$ cat src/rtl/mcr_pkg.sv
package mcr_pkg;

  // control register bit positions (decoded by the output pins)
  localparam int B_DTR  = 0;
  localparam int B_RTS  = 1;
  localparam int B_GP1  = 2;
  localparam int B_GP2  = 3;
  localparam int B_LOOP = 4;

  // handshake line index; also the position of each change flag in status
  localparam int L_CTS  = 0;
  localparam int L_DSR  = 1;
  localparam int L_RI   = 2;
  localparam int L_DCD  = 3;
  localparam int NLINES = 4;

  localparam logic [7:0] CTL_MASK = 8'h1F;

  typedef logic [NLINES-1:0] lines_t;

  // line levels produced by the control outputs in loopback
  function automatic lines_t loop_lines(input logic [7:0] ctl);
    lines_t l;
    l[L_CTS] = ctl[B_RTS];
    l[L_DSR] = ctl[B_DTR];
    l[L_RI]  = ctl[B_GP1];
    l[L_DCD] = ctl[B_GP2];
    return l;
  endfunction

  // events between two samples: any toggle, except RI which is trailing-edge only
  function automatic lines_t line_events(input lines_t prev, input lines_t cur);
    lines_t e;
    e        = prev ^ cur;
    e[L_RI]  = prev[L_RI] & ~cur[L_RI];
    return e;
  endfunction

  // status word: live levels on top, change flags below
  function automatic logic [7:0] status_word(input lines_t dlt, input lines_t lvl);
    return {lvl[L_DCD], ~lvl[L_RI], lvl[L_DSR], lvl[L_CTS], dlt};
  endfunction

  // next flag state: clear on read, events win over the clear
  function automatic lines_t next_flags(input lines_t cur, input logic clr, input lines_t evt);
    return (clr ? '0 : cur) | evt;
  endfunction

endpackage

$ cat src/rtl/mcr_sync.sv
module mcr_sync #(
  parameter int STAGES = 2,
  parameter int W      = 4
) (
  input  logic         clk,
  input  logic         rst_n,
  input  logic [W-1:0] d,
  output logic [W-1:0] q
);
  generate
    if (STAGES <= 1) begin : g_single
      logic [W-1:0] r;
      always_ff @(posedge clk or negedge rst_n) begin
        if (!rst_n) r <= '0;
        else        r <= d;
      end
      assign q = r;
    end else begin : g_chain
      logic [STAGES-1:0][W-1:0] r;
      always_ff @(posedge clk or negedge rst_n) begin
        if (!rst_n) r <= '0;
        else        r <= {r[STAGES-2:0], d};
      end
      assign q = r[STAGES-1];
    end
  endgenerate
endmodule

$ cat src/rtl/mcr_ctl_reg.sv
module mcr_ctl_reg
  import mcr_pkg::*;
(
  input  logic       clk,
  input  logic       rst_n,
  input  logic       we,
  input  logic [7:0] wdata,
  output logic [7:0] ctl
);
  always_ff @(posedge clk or negedge rst_n) begin
    if (!rst_n)  ctl <= 8'h00;
    else if (we) ctl <= wdata & CTL_MASK;
  end
endmodule

$ cat src/rtl/mcr_delta.sv
module mcr_delta
  import mcr_pkg::*;
#(
  parameter int STAGES = 2
) (
  input  logic   clk,
  input  logic   rst_n,
  input  logic   clr,
  input  lines_t lvl,
  output lines_t ref_lvl,
  output lines_t evt,
  output lines_t dlt,
  output logic   armed
);
  // the reference must have seen the first synchronized sample before events count
  localparam int ARM_CNT = STAGES + 1;
  localparam int CNT_W   = $clog2(ARM_CNT + 1);

  logic [CNT_W-1:0] cnt;

  assign armed = (cnt == CNT_W'(ARM_CNT));

  always_ff @(posedge clk or negedge rst_n) begin
    if (!rst_n)      cnt <= '0;
    else if (!armed) cnt <= cnt + CNT_W'(1);
  end

  assign evt = armed ? line_events(ref_lvl, lvl) : '0;

  always_ff @(posedge clk or negedge rst_n) begin
    if (!rst_n) begin
      ref_lvl <= '0;
      dlt     <= '0;
    end else begin
      ref_lvl <= lvl;
      dlt     <= next_flags(dlt, clr, evt);
    end
  end
endmodule

$ cat src/rtl/modem_ctl_regs.sv
module modem_ctl_regs
  import mcr_pkg::*;
#(
  parameter int SYNC_STAGES = 2
) (
  input  logic       clk,
  input  logic       rst_n,
  input  logic       wr_en,
  input  logic       rd_en,
  input  logic       reg_sel,
  input  logic [7:0] wdata,
  output logic [7:0] rdata,
  input  logic       cts_i,
  input  logic       dsr_i,
  input  logic       ri_i,
  input  logic       dcd_i,
  output logic       dtr_o,
  output logic       rts_o,
  output logic       gp1_o,
  output logic       gp2_o,
  output logic       loop_o,
  output logic       irq_o,
  output logic       irq_oe_o
);
  logic [7:0] ctl_q;
  lines_t     raw_lvl, sync_lvl, eff_lvl, ref_lvl, evt, dlt_q;
  logic       armed, ctl_we, stat_rd;

  assign ctl_we  = wr_en & ~reg_sel;
  assign stat_rd = rd_en & reg_sel;

  always_comb begin
    raw_lvl        = '0;
    raw_lvl[L_CTS] = cts_i;
    raw_lvl[L_DSR] = dsr_i;
    raw_lvl[L_RI]  = ri_i;
    raw_lvl[L_DCD] = dcd_i;
  end

  mcr_ctl_reg u_ctl (
    .clk   (clk),
    .rst_n (rst_n),
    .we    (ctl_we),
    .wdata (wdata),
    .ctl   (ctl_q)
  );

  mcr_sync #(.STAGES(SYNC_STAGES), .W(NLINES)) u_sync (
    .clk   (clk),
    .rst_n (rst_n),
    .d     (raw_lvl),
    .q     (sync_lvl)
  );

  assign eff_lvl = ctl_q[B_LOOP] ? loop_lines(ctl_q) : sync_lvl;

  mcr_delta #(.STAGES(SYNC_STAGES)) u_delta (
    .clk     (clk),
    .rst_n   (rst_n),
    .clr     (stat_rd),
    .lvl     (eff_lvl),
    .ref_lvl (ref_lvl),
    .evt     (evt),
    .dlt     (dlt_q),
    .armed   (armed)
  );

  assign rdata    = reg_sel ? status_word(dlt_q, ref_lvl) : ctl_q;
  assign dtr_o    = ctl_q[B_DTR];
  assign rts_o    = ctl_q[B_RTS];
  assign gp1_o    = ctl_q[B_GP1];
  assign gp2_o    = ctl_q[B_GP2];
  assign loop_o   = ctl_q[B_LOOP];
  assign irq_o    = dlt_q[L_RI] | dlt_q[L_DCD];
  assign irq_oe_o = ctl_q[B_GP2];
endmodule

$ cat config.mk
export PLATFORM = sky130hd
export DESIGN_NAME = modem_ctl_regs
export DESIGN_NICKNAME = d
export VERILOG_FILES = /design/src/rtl/mcr_pkg.sv /design/src/rtl/mcr_sync.sv /design/src/rtl/mcr_ctl_reg.sv /design/src/rtl/mcr_delta.sv /design/src/rtl/modem_ctl_regs.sv
export SDC_FILE = /design/constraint.sdc
export NUM_CORES = 1
export LEC_CHECK = 0
export ABC_AREA = 1
export BUFFER_PORTS_ARGS = -buffer_cell sky130_fd_sc_hd__buf_2
export CAP_MARGIN = 0
export CORE_MARGIN = 2
export CORE_UTILIZATION = 50
export CTS_BUF_LIST = sky130_fd_sc_hd__clkbuf_8
export DETAILED_ROUTE_END_ITERATION = 10
export HOLD_SLACK_MARGIN = 0.05
export PLACE_DENSITY = 0.82
export SLEW_MARGIN = 0
export SYNTH_ARGS = -nofsm -noshare
export SYNTH_HDL_FRONTEND = slang
export SYNTH_SLANG_ARGS = --single-unit
$ cat constraint.sdc
create_clock -name clk -period 1.1 [get_ports clk]
set_input_delay 0.055 -clock clk [delete_from_list [all_inputs] [get_ports clk]]
set_output_delay 0.055 -clock clk [all_outputs]
set_load 0.01 [all_outputs]
Word-level counts from Yosys, hierarchy flattened
Cells that the tools add are included.
Cells by class
  bitwise logic cells: 9
  add/subtract/negate cells: 1
  equal/unequal tests: 1
  muxes and demuxes: 4
Operators by type and width (count)
  $mux 4: 3
  $mux 8: 1
  $or 4x4->4: 1
  $xor 4x4->4: 1
  $and 1x1->1: 3
  $not 1->1: 3
  $add 2x1->2 const B: 1
  $eq 2x2->1 const B: 1
  $or 1x1->1: 1
Word-level totals
  logic and storage cells: 21
  register bits: 23
  output and inout bits: 15

Depth between registers and ports, before layout
  depth after elaboration: 5
  gate-level depth with buffers: 6
  gate-level depth less buffers: 5

Hierarchy
A second synthesis with hierarchy kept.
Unflattened totals
  cells, all modules: 128
  area total of the unflattened synthesis: 1044.8 µm²
By module, submodules not included
  mcr_delta: cells an instance 45, area an instance 420.4 µm², instances 1
  mcr_sync: cells an instance 12, area an instance 230.2 µm², instances 1
  mcr_ctl_reg: cells an instance 25, area an instance 211.5 µm², instances 1
  modem_ctl_regs: cells an instance 46, area an instance 182.7 µm², instances 1

Worst setup path after synthesis
Ideal clock, no wire load.
  path type: reg-to-reg
  start point: reg u_delta.cnt[0]
  end point: reg u_delta.cnt[1]
  arrival time: 0.912 ns
  setup slack: 0.063 ns
  library setup time: 0.125 ns
  cell stages (with the launch flop): 3
  required time: 0.975 ns
  buffers on the path: 0
  cell sequence: dfrtp_1 > ha_1 > mux2_2
On the way
  word-level cells in the longest chain between the ends: 1
  elaborated cells between the ends (all ways): 2
  classes of those cells: add/sub (1); eq/ne (1)
Ends and longest elaborated chain
  start: declaration: RTL line mcr_delta.sv:19  | logic [CNT_W-1:0] cnt;
  start signal: assignment: RTL line mcr_delta.sv:25  | else if (!armed) cnt <= cnt + CNT_W'(1);
  $add 2x1->2 or $eq 2x2->1 (tied branches): RTL line mcr_delta.sv:25, mcr_delta.sv:21
Several ways; a longest one is shown, not always the timed one.
A chain may end at the register's enable or synchronous reset.

Worst setup path after layout
  start point: reg u_delta.dlt[3]
  end point: out irq_o
On the way
  word-level cells in the longest chain between the ends: 1
Ends and longest elaborated chain
  start: declaration: RTL line mcr_delta.sv:12  | output lines_t dlt,
  start signal: assignment: RTL line mcr_delta.sv:36  | dlt <= next_flags(dlt, clr, evt);
  $or 1x1->1: RTL line modem_ctl_regs.sv:74  | assign irq_o = dlt_q[L_RI] | dlt_q[L_DCD];
  end: declaration: RTL line modem_ctl_regs.sv:22  | output logic irq_o,
No other way between the ends.

==> summary by stage <==
Timing
Setup repair after global routing could not meet its margin everywhere. The ratio of final minimum period to clock period is 98.12%. Derived from the worst setup path, the maximum achievable clock frequency is 926.5 MHz. The remaining max-slew budget at the tightest pin is 67.43%. Setup violations remaining at the end of the flow were counted as 0. The hold violation count in the final report was 0. The clock arrives with 3.261 ps of skew. At the pin with the least slew margin, the transition time is 488.6 ps.

The number of pins exceeding their max-slew limit in the final report is 0. The post-route minimum period is about 1100 ps.

Place
Input and output buffers added on the ports amount to 28. The congestion estimate from routability-driven global placement came to around 0.81. The number of cells in the design after placement is 161. The final HPWL from detailed placement is approximately 1300 um.

Logic synthesis
Synthesis produced a netlist with a net count of 126. The instance count of the mapped netlist is 107. The synthesized design contains 23 register bits. The share of the Yosys chip area taken by registers is 58.23%. Counting distinct cell types in the post-synthesis netlist gives 19. The mapped cell area is just under 1000 sq um. The count of synthesis-stage warnings from yosys is 0. dfrtp_1 takes more of the synthesized area than any other cell. By area the synthesized netlist is led by dfrtp_1 (58%), nand2_1 (13%), nand3_1 (5.1%).

After synthesis, the mean cell area works out to 9.238 sq um. The synthesized design devotes to its leading area cell type 58.23% of total area.

Layout
The fraction of layout instances using a drive strength above 1 is 37.09%. The count of placed standard cells in the final layout, fillers left out is 178. The relative area change from synthesis to final layout is 37.85%. The area taken by multi-input logic gates is 354.1 sq um. Across the whole layout, storage elements account for 576.8 sq um. The repair_antennas step left the layout with diodes totalling 0. Fill cells in the final layout number 149. In the final design database the tool counted 171 nets.

GRT
The global-route total usage across every layer is between 10% and 20%. The total grt overflow is 0. Entering global routing, the biggest net connects 24 pins. The initial antenna violation count is 0. The first global-routing pass estimated ~3500 um of wire.

The number of global-route vias before repair was about 830.

Floorplanning
The floorplan die width is 48.46 um. The area of the die is 2348 sq um. After floorplanning, the core was divided into 16 placement rows. 32 I/O pins were placed. The effective utilization at floorplan is 51.43%. The area inside the core boundary is 1922 sq um. The die is 48.46 um tall.

Power and ir drop
The net switching power is 0.6066 mW. IR analysis of the VDD net gives a maximum drop of 1.180 mV. For this design the ratio of total power to cell area is ~1500 nW/um^2. For this design the static power due to leakage is 0.7273 nW.

The clock power share is 25.0%. The total chip power is slightly above 2 mW. The internal portion of total power is 1.444 mW. Combinational logic is responsible for 25.3% of the overall power.

The switching part of the total is between 20 and 30%. The sequential group share of total power is 49.7%.

Routing
The count of TritonRoute iterations in the first routing pass is 4. Dividing the detail-routed via count by the number of cells gives 4.702. The average wire per cell in the routed design is between 10 and 15 um.

The routed design has 2114 um of wire. In this run the remaining antenna-violating nets after routing total 0. In this run, the number of DRC markers left after iteration 0 of detailed routing was 15. The count of vias placed by the detailed router is 837. After detailed routing, the number of remaining DRC violations is 0.

CTS
The total clock sinks is 23. TritonCTS built the clock tree. The number of clock buffers added by TritonCTS is 3. The maximum level of the CTS H-tree is 1. The largest buffer count on any clock path is 2. CTS placed an instance of clkbuf_8 at the clock tree root. After clock tree synthesis, the clock-pin slew on the worst setup and hold paths is 80 ps. For the worst-skew pair, the clock arrives at the later sink with an insertion delay of between 200 and 300 ps.

Setup path
Data on the critical path arrives at its endpoint at 1020 ps. The element type at the critical path start is a flop. By startpoint and endpoint, the worst setup path is classified as flop to output port. The count of cells along the worst register-to-register path is 2.

The start of the worst register-to-register path is u_delta.cnt[1]$_DFFE_PN0P_. Along the worst path, the maximum fanout reaches 2. Traced cell by cell, the critical path runs through or2_4, buf_6. The endpoint of the worst register-to-register path is u_delta.cnt[1]$_DFFE_PN0P_. At the worst endpoint, the required time is 1040 ps. The worst setup path is captured at an output port. The slowest stage of the critical path belongs to the cell dfrtp_1.

The delay contributed by the slowest stage of the critical path is 390 ps. Setup slack on the worst reg-to-reg path comes out at about 30 ps.

Job
The max-cap violation count is 0.

Status
The run finished with clean final reports.

Min path
The worst hold path begins at wdata[4]. The path class of the tightest hold or removal check is input port to flop. The cell depth of the worst min-delay path is 3. For hold timing, the worst endpoint is u_ctl.ctl[4]$_DFFE_PN0P_.
metal layers:
metal | GRT usage (%) | vias to the layer above | wire (um)
li1 | - | 419 | -
met1 | 22.64 | 383 | 888
met2 | 34.03 | 30 | 1078
met3 | 4.012 | 5 | 107
met4 | 11.43 | 0 | 39
met5 | 0 | - | 0
worst max-delay path by stage:
| stage | cells after the start | slack [ps] | startpoint | endpoint |
|---|---|---|---|---|
| floorplan | 2 | 60 | u_delta.cnt[0]$_DFFE_PN0P_ | u_delta.cnt[1]$_DFFE_PN0P_ |
| global placement | 2 | 80 | u_delta.cnt[1]$_DFFE_PN0P_ | u_delta.cnt[1]$_DFFE_PN0P_ |
| detailed placement | 2 | 30 | u_delta.cnt[1]$_DFFE_PN0P_ | u_delta.cnt[1]$_DFFE_PN0P_ |
| CTS | 4 | -3 | u_ctl.ctl[4]$_DFFE_PN0P_ | rdata[4] |
| global route | 4 | -20 | u_delta.dlt[3]$_DFF_PN0_ | rdata[3] |
| finish | 2 | 20 | u_delta.dlt[3]$_DFF_PN0_ | irq_o |
kinds of logic after synthesis:
logic type	after synthesis	share of synthesized area [%]
xor gates and xnor gates	1	0.8862
buffers and inverters	16	8.101
adders and majority gates	2	2.531
and+or+nand+nor	55	24.18
DFF	23	58.23
muxes	1	1.139
AOI/OAI and AO/OA	9	4.937
power by group through the flow:
stage	Combinational, mW	Sequential (mW)	Clock (mW)
CTS	0.505	1.01	0.517
floorplan	0.260	1.02	0
finish	0.519	1.02	0.512
global route	0.581	1.03	0.544
detailed placement	0.420	1.02	0
global placement	0.411	1.02	0
cell usage after synthesis, drive strengths merged:
library cell  count
nand2            39
dfrtp            23
inv              13
nand3            10
nor2              5
o21ai             5
a21oi             4
buf               3
ha                2
mux2              1
or2               1
xnor2             1
cells in the final DEF (no fill, tap or decap), types with 3 or more instances in the layout:
cell type / n
a21oi_1: 4
nand2_1: 29
dlygate4sd3_1: 9
clkbuf_8: 3
nand2_2: 9
inv_1: 11
dfrtp_1: 22
buf_6: 5
nor2_1: 5
nand3_1: 10
buf_2: 27
registers in the layout, summed over array words and instances (netlist names):
signal,cells
u_ctl.ctl,5
u_delta.cnt,2
u_delta.dlt,4
u_delta.ref_lvl,4
u_sync.g_chain.r,4
u_sync.q,4
final cells by class:
class / instances / share of cell area (%)
clock buffers: 3 / 3.030
clock inverters: 1 / 0.2755
inverters: 13 / 4.132
multi-input cells: 68 / 25.99
flip-flops and latches: 23 / 42.33
well taps: 27 / 2.479
repair buffers: 43 / 21.76
per-stage QoR:
step / instance area, sq um / hold slack (ps) / setup TNS, ps / setup slack (ps) / util [%]
after floorplan: 988.4 / -240.6 / 0 / 63.01 / -
after global placement: 1166 / 44.45 / 0 / 80.70 / 60.68
after detailed placement: 1166 / 51.65 / 0 / 32.36 / 60.68
after CTS: 1343 / 52.05 / -3.285 / -3.285 / 69.86
after global routing: 1363 / 78.84 / -30.19 / -16.36 / 70.90
final: 1363 / 44.52 / 0 / 20.71 / 70.90
what timing repair did:
action	CTS	global route
resized for setup	5	13
endpoints found under the setup margin	2	9
hold endpoints to repair	31	0
pin swaps	0	2
buffers inserted	4	1
hold buffers	9	0
worst max-delay path: cells and delay by family (launching register included):
kind          cells  cell delay, ps
flops             1             390
simple gates      1             250
buf+inv           1             120
No activity file was read; power rests on OpenSTA's default activity.
